`config.mk`:
```
export PLATFORM = sky130hd
export DESIGN_NAME = irq_prio_agg
export DESIGN_NICKNAME = d
export VERILOG_FILES = /design/src/rtl/irq_prio_agg.sv
export SDC_FILE = /design/constraint.sdc
export NUM_CORES = 1
export LEC_CHECK = 0
export ABC_AREA = 1
export BUFFER_PORTS_ARGS = -buffer_cell sky130_fd_sc_hd__buf_2
export CAP_MARGIN = 20
export CORE_MARGIN = 8
export CORE_UTILIZATION = 25
export CTS_CLUSTER_SIZE = 14
export DETAILED_ROUTE_END_ITERATION = 6
export PLACE_DENSITY = 0.49
export SETUP_SLACK_MARGIN = 0.15
export SLEW_MARGIN = 25
export SYNTH_ARGS = -nofsm -noshare
export SYNTH_HDL_FRONTEND = slang
export SYNTH_SLANG_ARGS = --single-unit
```
`constraint.sdc`:
```
create_clock -name clk -period 1.5 [get_ports clk]
set_input_delay 0.3 -clock clk [delete_from_list [all_inputs] [get_ports clk]]
set_output_delay 0.3 -clock clk [all_outputs]
set_load 0.03 [all_outputs]
```
`src/rtl/irq_prio_agg.sv`:
```
module irq_prio_agg #(
  parameter int unsigned N_SRC    = 16,
  parameter int unsigned DATA_W   = 16,
  parameter int unsigned ADDR_W   = 12,
  parameter int unsigned VEC_OFS  = 'h0,
  parameter int unsigned MASK_OFS = 'h2,
  parameter int unsigned MASK_RST = 'h0010
) (
  input  logic              clk,
  input  logic              rst_n,
  input  logic [N_SRC-1:0]  src_i,
  input  logic              wr_en,
  input  logic [ADDR_W-1:0] addr,
  input  logic [DATA_W-1:0] wdata,
  output logic [DATA_W-1:0] rdata,
  output logic              irq_o
);

  localparam int unsigned IDX_W = $clog2(N_SRC + 1);

  logic [N_SRC-1:0] status_q, mask_q, mask_d, pend;
  logic [IDX_W-1:0] first;
  logic             irq_q;

  wire sel_vec  = addr == ADDR_W'(VEC_OFS);
  wire sel_mask = addr == ADDR_W'(MASK_OFS);
  wire mask_we  = wr_en && sel_mask;

  assign mask_d = mask_we ? wdata[N_SRC-1:0] : mask_q;
  assign pend   = status_q & mask_q;

  always_ff @(posedge clk or negedge rst_n) begin
    if (!rst_n) begin
      status_q <= '0;
      mask_q   <= N_SRC'(MASK_RST);
      irq_q    <= 1'b0;
    end else begin
      status_q <= src_i;
      mask_q   <= mask_d;
      irq_q    <= |(src_i & mask_d);
    end
  end

  always_comb begin
    first = '0;
    for (int i = N_SRC - 1; i >= 0; i--)
      if (pend[i]) first = IDX_W'(i + 1);
  end

  always_comb begin
    rdata = '0;
    if (sel_vec)       rdata = DATA_W'({first, 2'b00});
    else if (sel_mask) rdata = DATA_W'(mask_q);
  end

  assign irq_o = irq_q;

endmodule


```
# ---- Word-level counts from Yosys, hierarchy flattened
# Index checks and enable logic that the tools add are counted.
dict set report op_classes {
  addsub 0
  n_mul 0
  div 0
  n_lt_le_gt_ge 0
  n_eq_ne 1
  shifts 0
  mux 19
  n_bitwise 2
  reduce_logical 3
}
# operator count
set op_table {}
lappend op_table {{$mux 5} 16}
lappend op_table {{$mux 16} 3}
lappend op_table {{$and 16x16->16} 2}
lappend op_table {{$reduce_or 16->1} 1}
lappend op_table {{$eq 12x2->1 const B} 1}
lappend op_table {{$logic_not 12->1} 1}
lappend op_table {{$logic_and 1x1->1} 1}
dict set report word_totals {
  reg_bits 33
  latch_bits 0
  ram_bits 0
  rom_bits 0
  inputBits 47
  output_inout_bits 17
  elab_cells 28
  mem_count 0
}

# ---- Logic depth before layout (Yosys ltp)
# Gate-level depths: netlist of the first run.
dict set report depth {
  depth_word 18
  depth_mapped 18
  mapped_depth_nobuf 18
}

# ---- Worst setup path before layout of the first run
# Ideal clock, no wire load.
dict set report synth_path {
  path_kind {input -> output}
  from {input port addr[0]}
  to {output port rdata[0]}
  arrival_ns 1.628
  t_required_ns 1.200
  slack_ns -0.428
  cell_stages 7
  cell_sequence {nor4b_2 and2_1 buf_4 buf_2 inv_1 clkbuf_1 nor2_1}
}
dict set report synth_between {
  elab_chain_len 3
}
# element line
set synth_rtl {}
lappend synth_rtl {{start, declared} 13} ;# input logic [ADDR_W-1:0] addr,
lappend synth_rtl {{$eq 12x2->1} 26} ;# wire sel_mask = addr == ADDR_W'(MASK_OFS);
lappend synth_rtl {{$mux 16} 53} ;# else if (sel_mask) rdata = DATA_W'(mask_q);
lappend synth_rtl {{$mux 16 (*)} 52} ;# if (sel_vec) rdata = DATA_W'({first, 2'b00});
lappend synth_rtl {{end, declared} 15} ;# output logic [DATA_W-1:0] rdata,
# Every way passes the cells marked *; elsewhere a longest branch is shown, timed or not.

# ---- Worst setup path after layout of the first run
dict set report layout_path {
  from {register mask_q[14]}
  to {output port rdata[2]}
}
dict set report layout_between {
  elab_chain_len 17
}
# element line
set layout_rtl {}
lappend layout_rtl {{start, declared} 21} ;# logic [N_SRC-1:0] status_q, mask_q, mask_d, pend;
lappend layout_rtl {{start signal, assigned} 35} ;# mask_q <= N_SRC'(MASK_RST);
lappend layout_rtl {{start signal, assigned} 39} ;# mask_q <= mask_d;
lappend layout_rtl {{$and 16x16->16} 30} ;# assign pend = status_q & mask_q;
lappend layout_rtl {{$mux 5 (15 in series)} 47} ;# if (pend[i]) first = IDX_W'(i + 1);
lappend layout_rtl {{$mux 16} 52}
# No other way between the ends.

==> results.toml, run 1 <==
[die]
dieWidth_um = 96.2
io_pins = 64
dieArea_um2 = 9260
core_um2 = 6280
die_y_um = 96.2
initial_core_util_pct = 25.6
rows = 29

[yosys]
ys_warn_count = 0
seq_area_frac_synth_pct = 51.4
syn_inst = 206
synth-compound-area-share_pct = 3.19
synth.mux.area_fraction_pct = 0
synth_top_family_by_area = "simple AND/OR/NAND/NOR gates"
synth-simple-area-share_pct = 39.0
synth_area_um2 = 1610
yosys.cell_types.count = 24
synth.avg_cell_area_um2 = 7.81
synth-adder-area-share_pct = 0
synth_xor_area_share_pct = 0
syn_nets = 253
ys_ff_latch = 33

[power]
pwr-share-clk_pct = 40.3
p_leak_uw = 0.00139
power_density_nw_per_um2 = 663
peakVddDrop_uv = 506
power_switching_uw = 412
p_int_uw = 1410
comb_power_share_pct = 9.0
netSwitchingFraction_pct = 22.7
p_seq_share_pct = 50.8

[sta]
worst_slew_pin_slew_ns = 0.431
maxSlewViolCount = 0
hold_ws_ns = 0.0320
fin_crit_sh_pct = 135
slew_headroom_pct = 71.3
fin_ws_ns = -0.531
min_period_ns = 2.03
setup_viol = 16
hold_viol = 0
grt_setup_unrepaired = "true"
timing.setup.tns_ns = -3.01
fmax_mhz = 492
skew_ns = 0.00810

[global_routing]
overflow = 0
grt_pass1_wl_um = 8430
first_global_vias = 1686
grt_antenna_before_repair = 0
grt_max_degree = 34
grtUsageTotal_pct = 12.1

[finish]
area_delta_synth_final_pct = 70.6
nNetsFinal = 355
post-route-cell-area_um2 = 2750
drive_gt1_share_pct = 51.8
n_fill_cell = 642
num_antenna_cells = 0

[placed_design]
dpl.hpwl_um = 4170
gp_congestion = 0.746
dpl_cell_area_um2 = 2360
port_buffers = 63

[outcome]
status = "finished, violations left"
violations = "setup timing"

[route]
drc_errors = 0
drtIter0Drc = 36
routed_wl_um = 5220
dr.pass1.iters = 4
vias = 1625
ant_nets = 0
vias_per_cell = 4.21
avgRoutedWirePerCell_um = 13.5

[worst_setup_path]
cp_max_fo = 2
cp.arrival_ns = 1.73
cp_data_required_time_ns = 1.20
critPathLaunchType = "register"
crit_type = "register to output pin"
end_kind = "output pin"

[cts]
htree_levels = 2
cts_hold_buf = 0
root_buffer = "clkbuf_8"
numCtsBuffers = 5
cts_tree = "built"
clock_sinks = 33
clkLatencyLatePin_ns = 0.28
ctsLongestPathBuffers = 2
clkSlewWorstSetupHoldPaths_ns = 0.07

[flow_run]
drv_cap = 0

[min_path]
hold_class = "primary input to asynchronous set/reset pin"
## critical path, cell delays in order, from the launching register on
cell and delay (ns):
dfrtp_1 0.39, nand2_2 0.09, inv_2 0.03, nand2_1 0.04
nand2_1 0.04, nand2_1 0.05, nand2_1 0.05, nand2_1 0.05
nand2_1 0.04, nand2_1 0.05, nand2_1 0.04, nand2_1 0.05
nand2_1 0.04, nand2_1 0.05, nand2_1 0.04, nand2_1 0.06
nand2_2 0.05, nand2_2 0.08, nand2_4 0.05, buf_6 0.13
## flip-flops by register name (all words and copies together), names as in the netlist
name,flops
irq_o,1
mask_q,16
status_q,16
## power by group through the flow
| stage | logic [uW] | clock network (uW) | registers, uW |
|---|---|---|---|
| after floorplan | 31.6 | 0 | 941 |
| after global placement | 147 | 0 | 940 |
| after global routing | 183 | 803 | 924 |
| after detailed placement | 148 | 0 | 940 |
| final | 163 | 733 | 923 |
| after CTS | 159 | 762 | 923 |
## cell usage after synthesis (all sizes together)
| cell | count | area [um^2] |
|---|---|---|
| a21oi | 2 | 13.8 |
| a22o | 1 | 8.76 |
| a31oi | 1 | 6.26 |
| and2 | 1 | 6.26 |
| buf | 6 | 40.0 |
| clkbuf | 1 | 3.75 |
| dfrtp | 32 | 801 |
| dfstp | 1 | 26.3 |
| inv | 16 | 60.1 |
| nand2 | 95 | 397 |
| nand3 | 16 | 80.1 |
| nand4 | 6 | 37.5 |
| nor2 | 20 | 75.1 |
| nor3 | 2 | 10.0 |
| nor4 | 1 | 6.26 |
| nor4b | 1 | 15.0 |
| o211ai | 1 | 7.51 |
| o21ai | 3 | 15.0 |
## cell families (layout without fill, tap and decap cells)
family	Yosys count	in the layout
simple gates	142	143
compound gates	8	8
flops	33	33
buf+inv	23	125
## path summary, 6_finish.rpt
| check | startpoint | end | slack, ns | depth (start not counted) |
|---|---|---|---|---|
| worst max-delay path | mask_q[14] | rdata[2] | -0.53 | 19 |
| worst max register to register | mask_q[14] | irq_o | 0.20 | 9 |
| worst min register to register | mask_q[15] | mask_q[15] | 0.53 | 2 |
| min in group clk | src_i[15] | status_q[15] | 0.14 | 1 |
| worst min-delay path | rst_n | status_q[15] | 0.03 | 2 |
| max in group asynchronous | rst_n | mask_q[4] | 1.12 | 2 |
## per-layer routing
metal / wire, um / vias to the layer above / global-route usage [%]
met4: 17 / 0 / 2.69
met3: 306 / 2 / 3.59
met1: 2410 / 735 / 15.8
li1: - / 854 / -
met5: 0 / - / 0
met2: 2490 / 34 / 19.1
## what timing repair did
| action | in CTS | in global routing |
|---|---|---|
| gates cloned | 2 | 0 |
| pin swaps | 17 | 10 |
| hold endpoints to repair | 0 | 0 |
| setup endpoints to repair | 17 | 17 |
| buffers inserted | 4 | 1 |
| gates resized for setup | 55 | 10 |
## stage by stage
step | worst slack, ns | util (%) | total power [uW] | std cells
CTS | -0.553 | 43.1 | 1840 | 385
floorplan | -0.139 | - | 972 | 206
detailed placement | -0.366 | 37.6 | 1090 | 371
finish | -0.531 | 43.7 | 1820 | 386
global route | -0.762 | 43.7 | 1910 | 386
global placement | -0.366 | 37.6 | 1090 | 371
## layout by cell type, fill, tap and decap left out
master    netlist  routed
nor2_1         20       5
a31oi_1         1       1
buf_6           1      22
inv_1          16      13
dfrtp_1        32      32
a22o_2          0       1
inv_12          0       1
clkinv_2        0       1
buf_12          0       1
dfstp_2         1       1
nor4_4          0       1
and2_4          0       1
clkbuf_8        0       7
o21ai_4         0       1
nand2_8         0       1
nor4b_4         0       1
o211ai_1        1       1
buf_2           2      43
o21ai_1         0       1
nor2_2          0       1
nand2_1        81      74
nand3_1        16      16
o21ai_2         0       1
inv_16          0       1
inv_2           0       2
buf_4           2      34
nand4_1         6       6
nor3_2          0       2
a21oi_2         1       2
nor2_4          0      14
nand2_2        13      18
nand2_4         1       3
## area by class of cell
type / count / area [um^2] / area share [%]
Timing Repair Buffer: 100 / 738 / 26.9
Multi-Input combinational cell: 151 / 890 / 32.4
Timing Repair inverter: 1 / 16.3 / 0.593
Sequential cell: 33 / 827 / 30.1
Inverter: 16 / 76.3 / 2.78
Clock buffer: 7 / 96.3 / 3.51
Tap cell: 77 / 96.3 / 3.51
Clock inverter: 1 / 5.00 / 0.182
(Power assumes the default switching activity.)
==> inputs of run 2 (changes only) <==
--- a/config.mk
+++ b/config.mk
@@ -5,14 +5,13 @@
 export SDC_FILE = /design/constraint.sdc
 export NUM_CORES = 1
 export LEC_CHECK = 0
-export ABC_AREA = 1
 export BUFFER_PORTS_ARGS = -buffer_cell sky130_fd_sc_hd__buf_2
 export CAP_MARGIN = 20
 export CORE_MARGIN = 8
 export CORE_UTILIZATION = 25
 export CTS_CLUSTER_SIZE = 14
 export DETAILED_ROUTE_END_ITERATION = 6
-export PLACE_DENSITY = 0.49
+export PLACE_DENSITY = 0.48
 export SETUP_SLACK_MARGIN = 0.15
 export SLEW_MARGIN = 25
 export SYNTH_ARGS = -nofsm -noshare
==> constraint.sdc (replaced) <==
create_clock -name clk -period 1.9 [get_ports clk]
set_input_delay 0.38 -clock clk [delete_from_list [all_inputs] [get_ports clk]]
set_output_delay 0.38 -clock clk [all_outputs]
set_load 0.03 [all_outputs]
==> run 2 against run 1 <==
Net effect:
- the run still ends with setup timing left
- global-route usage down 0.67 points
- largest power group unchanged
- worst setup slack better by 0.27 ns
- sequential power down 21%
==> results.toml, run 2 <==
[yosys]
synth.mux.area_fraction_pct = 13.2
syn_nets = 184
synth_common_cells = "dfrtp_1 (32), and2_1 (23), nand2_1 (18), mux2_2 (11), mux2_4 (5)"
synth.most_common_cell = "dfrtp_1"
synth-adder-area-share_pct = 0
synth_area_um2 = 1590
yosys.cell_types.count = 33
synth_top_family_by_area = "simple AND/OR/NAND/NOR gates"
yosys.area.top_type = "dfrtp_1"
synth-simple-area-share_pct = 22.2
ys_warn_count = 0
synthArstFlopShare_pct = 100
synth_edf_count = 0
syn_inst = 137
synth-compound-area-share_pct = 11.3
synth.avg_cell_area_um2 = 11.6
ys_ff_latch = 33
synth_flop_cell = "dfrtp_1"
seq_area_frac_synth_pct = 52.1
synth_xor_area_share_pct = 0
ys_top_cells_by_area = "dfrtp_1 (50%), and2_1 (9.1%), mux2_2 (7.8%)"
synth_top_area_share_pct = 50.5

[outcome]
violations = "setup timing"
status = "finished, violations left"

[sta]
worst_slew_pin_slew_ns = 0.369
skew_ns = 0.00691
fin_crit_sh_pct = 114
grt_setup_unrepaired = "true"
hold_viol = 0
fmax_mhz = 462
setup_viol = 17
slew_headroom_pct = 74.7
timing.setup.tns_ns = -3.89
fin_ws_ns = -0.265
maxSlewViolCount = 0
min_period_ns = 2.17

[die]
initial_core_util_pct = 25.4
core_um2 = 6240
dieArea_um2 = 9150
dieWidth_um = 95.7
io_pins = 64
rows = 29
die_y_um = 95.7

[global_routing]
first_global_vias = 1625
grt_max_degree = 34
grt_antenna_before_repair = 0
grtUsageTotal_pct = 11.4
grt_pass1_wl_um = 7810
overflow = 0

[worst_setup_path]
r2r_setup_slack_ns = 0.17
cp.arrival_ns = 2.33
end_kind = "register"
cp_max_fo = 7
crit_type = "primary input to register"
critPathLaunchType = "primary input"
cp_data_required_time_ns = 2.06

[power]
pwr-share-clk_pct = 38.1
p_int_uw = 1040
power_density_nw_per_um2 = 522
power_switching_uw = 339
peakVddDrop_uv = 319
netSwitchingFraction_pct = 24.6
p_seq_share_pct = 53.2
comb_power_share_pct = 8.7
p_leak_uw = 0.00134

[cts]
htree_levels = 2
ctsLongestPathBuffers = 2
numCtsBuffers = 5
clkLatencyLatePin_ns = 0.29
cts_tree = "built"
clock_sinks = 33
clkSlewWorstSetupHoldPaths_ns = 0.07
cts_hold_buf = 0
root_buffer = "clkbuf_8"

[min_path]
hold_class = "primary input to asynchronous set/reset pin"

[finish]
final_common_cell = "buf_2"
num_antenna_cells = 0
most-common-layout-cells = "buf_2 (46), dfrtp_1 (32), buf_4 (24), buf_6 (22), nand2_1 (18)"
post-route-cell-area_um2 = 2640
nNetsFinal = 284
area_delta_synth_final_pct = 66.2
drive_gt1_share_pct = 64.3

[route]
vias = 1421
avgRoutedWirePerCell_um = 16.0
drc_errors = 0
vias_per_cell = 4.51
routed_wl_um = 5030
drtIter0Drc = 37
dr.pass1.iters = 4
ant_nets = 0

[placed_design]
gp_congestion = 0.767
dpl_cell_area_um2 = 2370
port_buffers = 63
dpl.hpwl_um = 4200

[flow_run]
drv_cap = 0
==> run 2: metal layers <==
metal	track usage [%]	vias to the layer above	share of wire [%]
li1	-	688	-
met4	3.84	0	1.1
met1	13.8	693	45
met3	3.62	5	4.0
met2	18.7	35	50
met5	0	-	0
==> run 2: metrics by stage <==
step / util [%] / setup slack [ns] / power (uW) / hold WS, ns / cells
finish: 42.3 / -0.265 / 1380 / 0.0319 / 315
global route: 42.3 / -0.314 / 1450 / 0.0252 / 315
detailed placement: 38.0 / -0.609 / 863 / 0.352 / 305
global placement: 38.0 / -0.574 / 863 / 0.350 / 305
floorplan: - / -0.234 / 765 / 0.0844 / 137
CTS: 41.4 / -0.331 / 1390 / 0.0278 / 314
==> run 2: final timing paths <==
path	endpoint	cells past startpoint	startpoint
max	irq_o	9	addr[9]
min	mask_q[8]	2	rst_n
max reg2reg	irq_o	6	mask_q[13]
min reg2reg	mask_q[8]	1	mask_q[8]
max in group asynchronous	mask_q[4]	2	rst_n
min in group clk	status_q[8]	1	src_i[8]
==> run 2: worst max-delay path, cell delays in order <==
cell       delay (ns)
buf_6            0.09
or3_4            0.38
nand4b_4         0.25
buf_6            0.19
buf_12           0.13
mux2_4           0.30
and2_4           0.15
a2111oi_4        0.33
nand4_1          0.12
==> run 2: area by class of cell <==
cell class | count | area [um^2]
Sequential cell | 33 | 827
Clock inverter | 3 | 17.5
Clock buffer | 5 | 68.8
Tap cell | 77 | 96.3
Multi-Input combinational cell | 101 | 906
Inverter | 1 | 3.75
Fill cell | 637 | 3600
Timing Repair Buffer | 95 | 718
==> run 2: kinds of logic (layout without fill, tap and decap cells) <==
group | count (synthesis) | in the layout
AOI/OAI and AO/OA | 24 | 24
buffers and inverters | 3 | 104
DFF | 33 | 33
muxes | 17 | 17
and+or+nand+nor | 60 | 60
==> run 2: power by group through the flow <==
stage / Combinational [uW] / Clock (uW) / Sequential [uW]
global placement: 118 / 0 / 745
CTS: 121 / 541 / 732
floorplan: 20.8 / 0 / 744
global route: 132 / 582 / 735
finish: 120 / 524 / 733
detailed placement: 117 / 0 / 745
==> run 2: what timing repair did <==
item                                    CTS  global route
endpoints found under the hold margin     0             0
setup buffers                             1             1
pin swaps                                 5            10
gates resized for setup                  39            12
endpoints found under the setup margin   17            17
gates cloned                              0             0
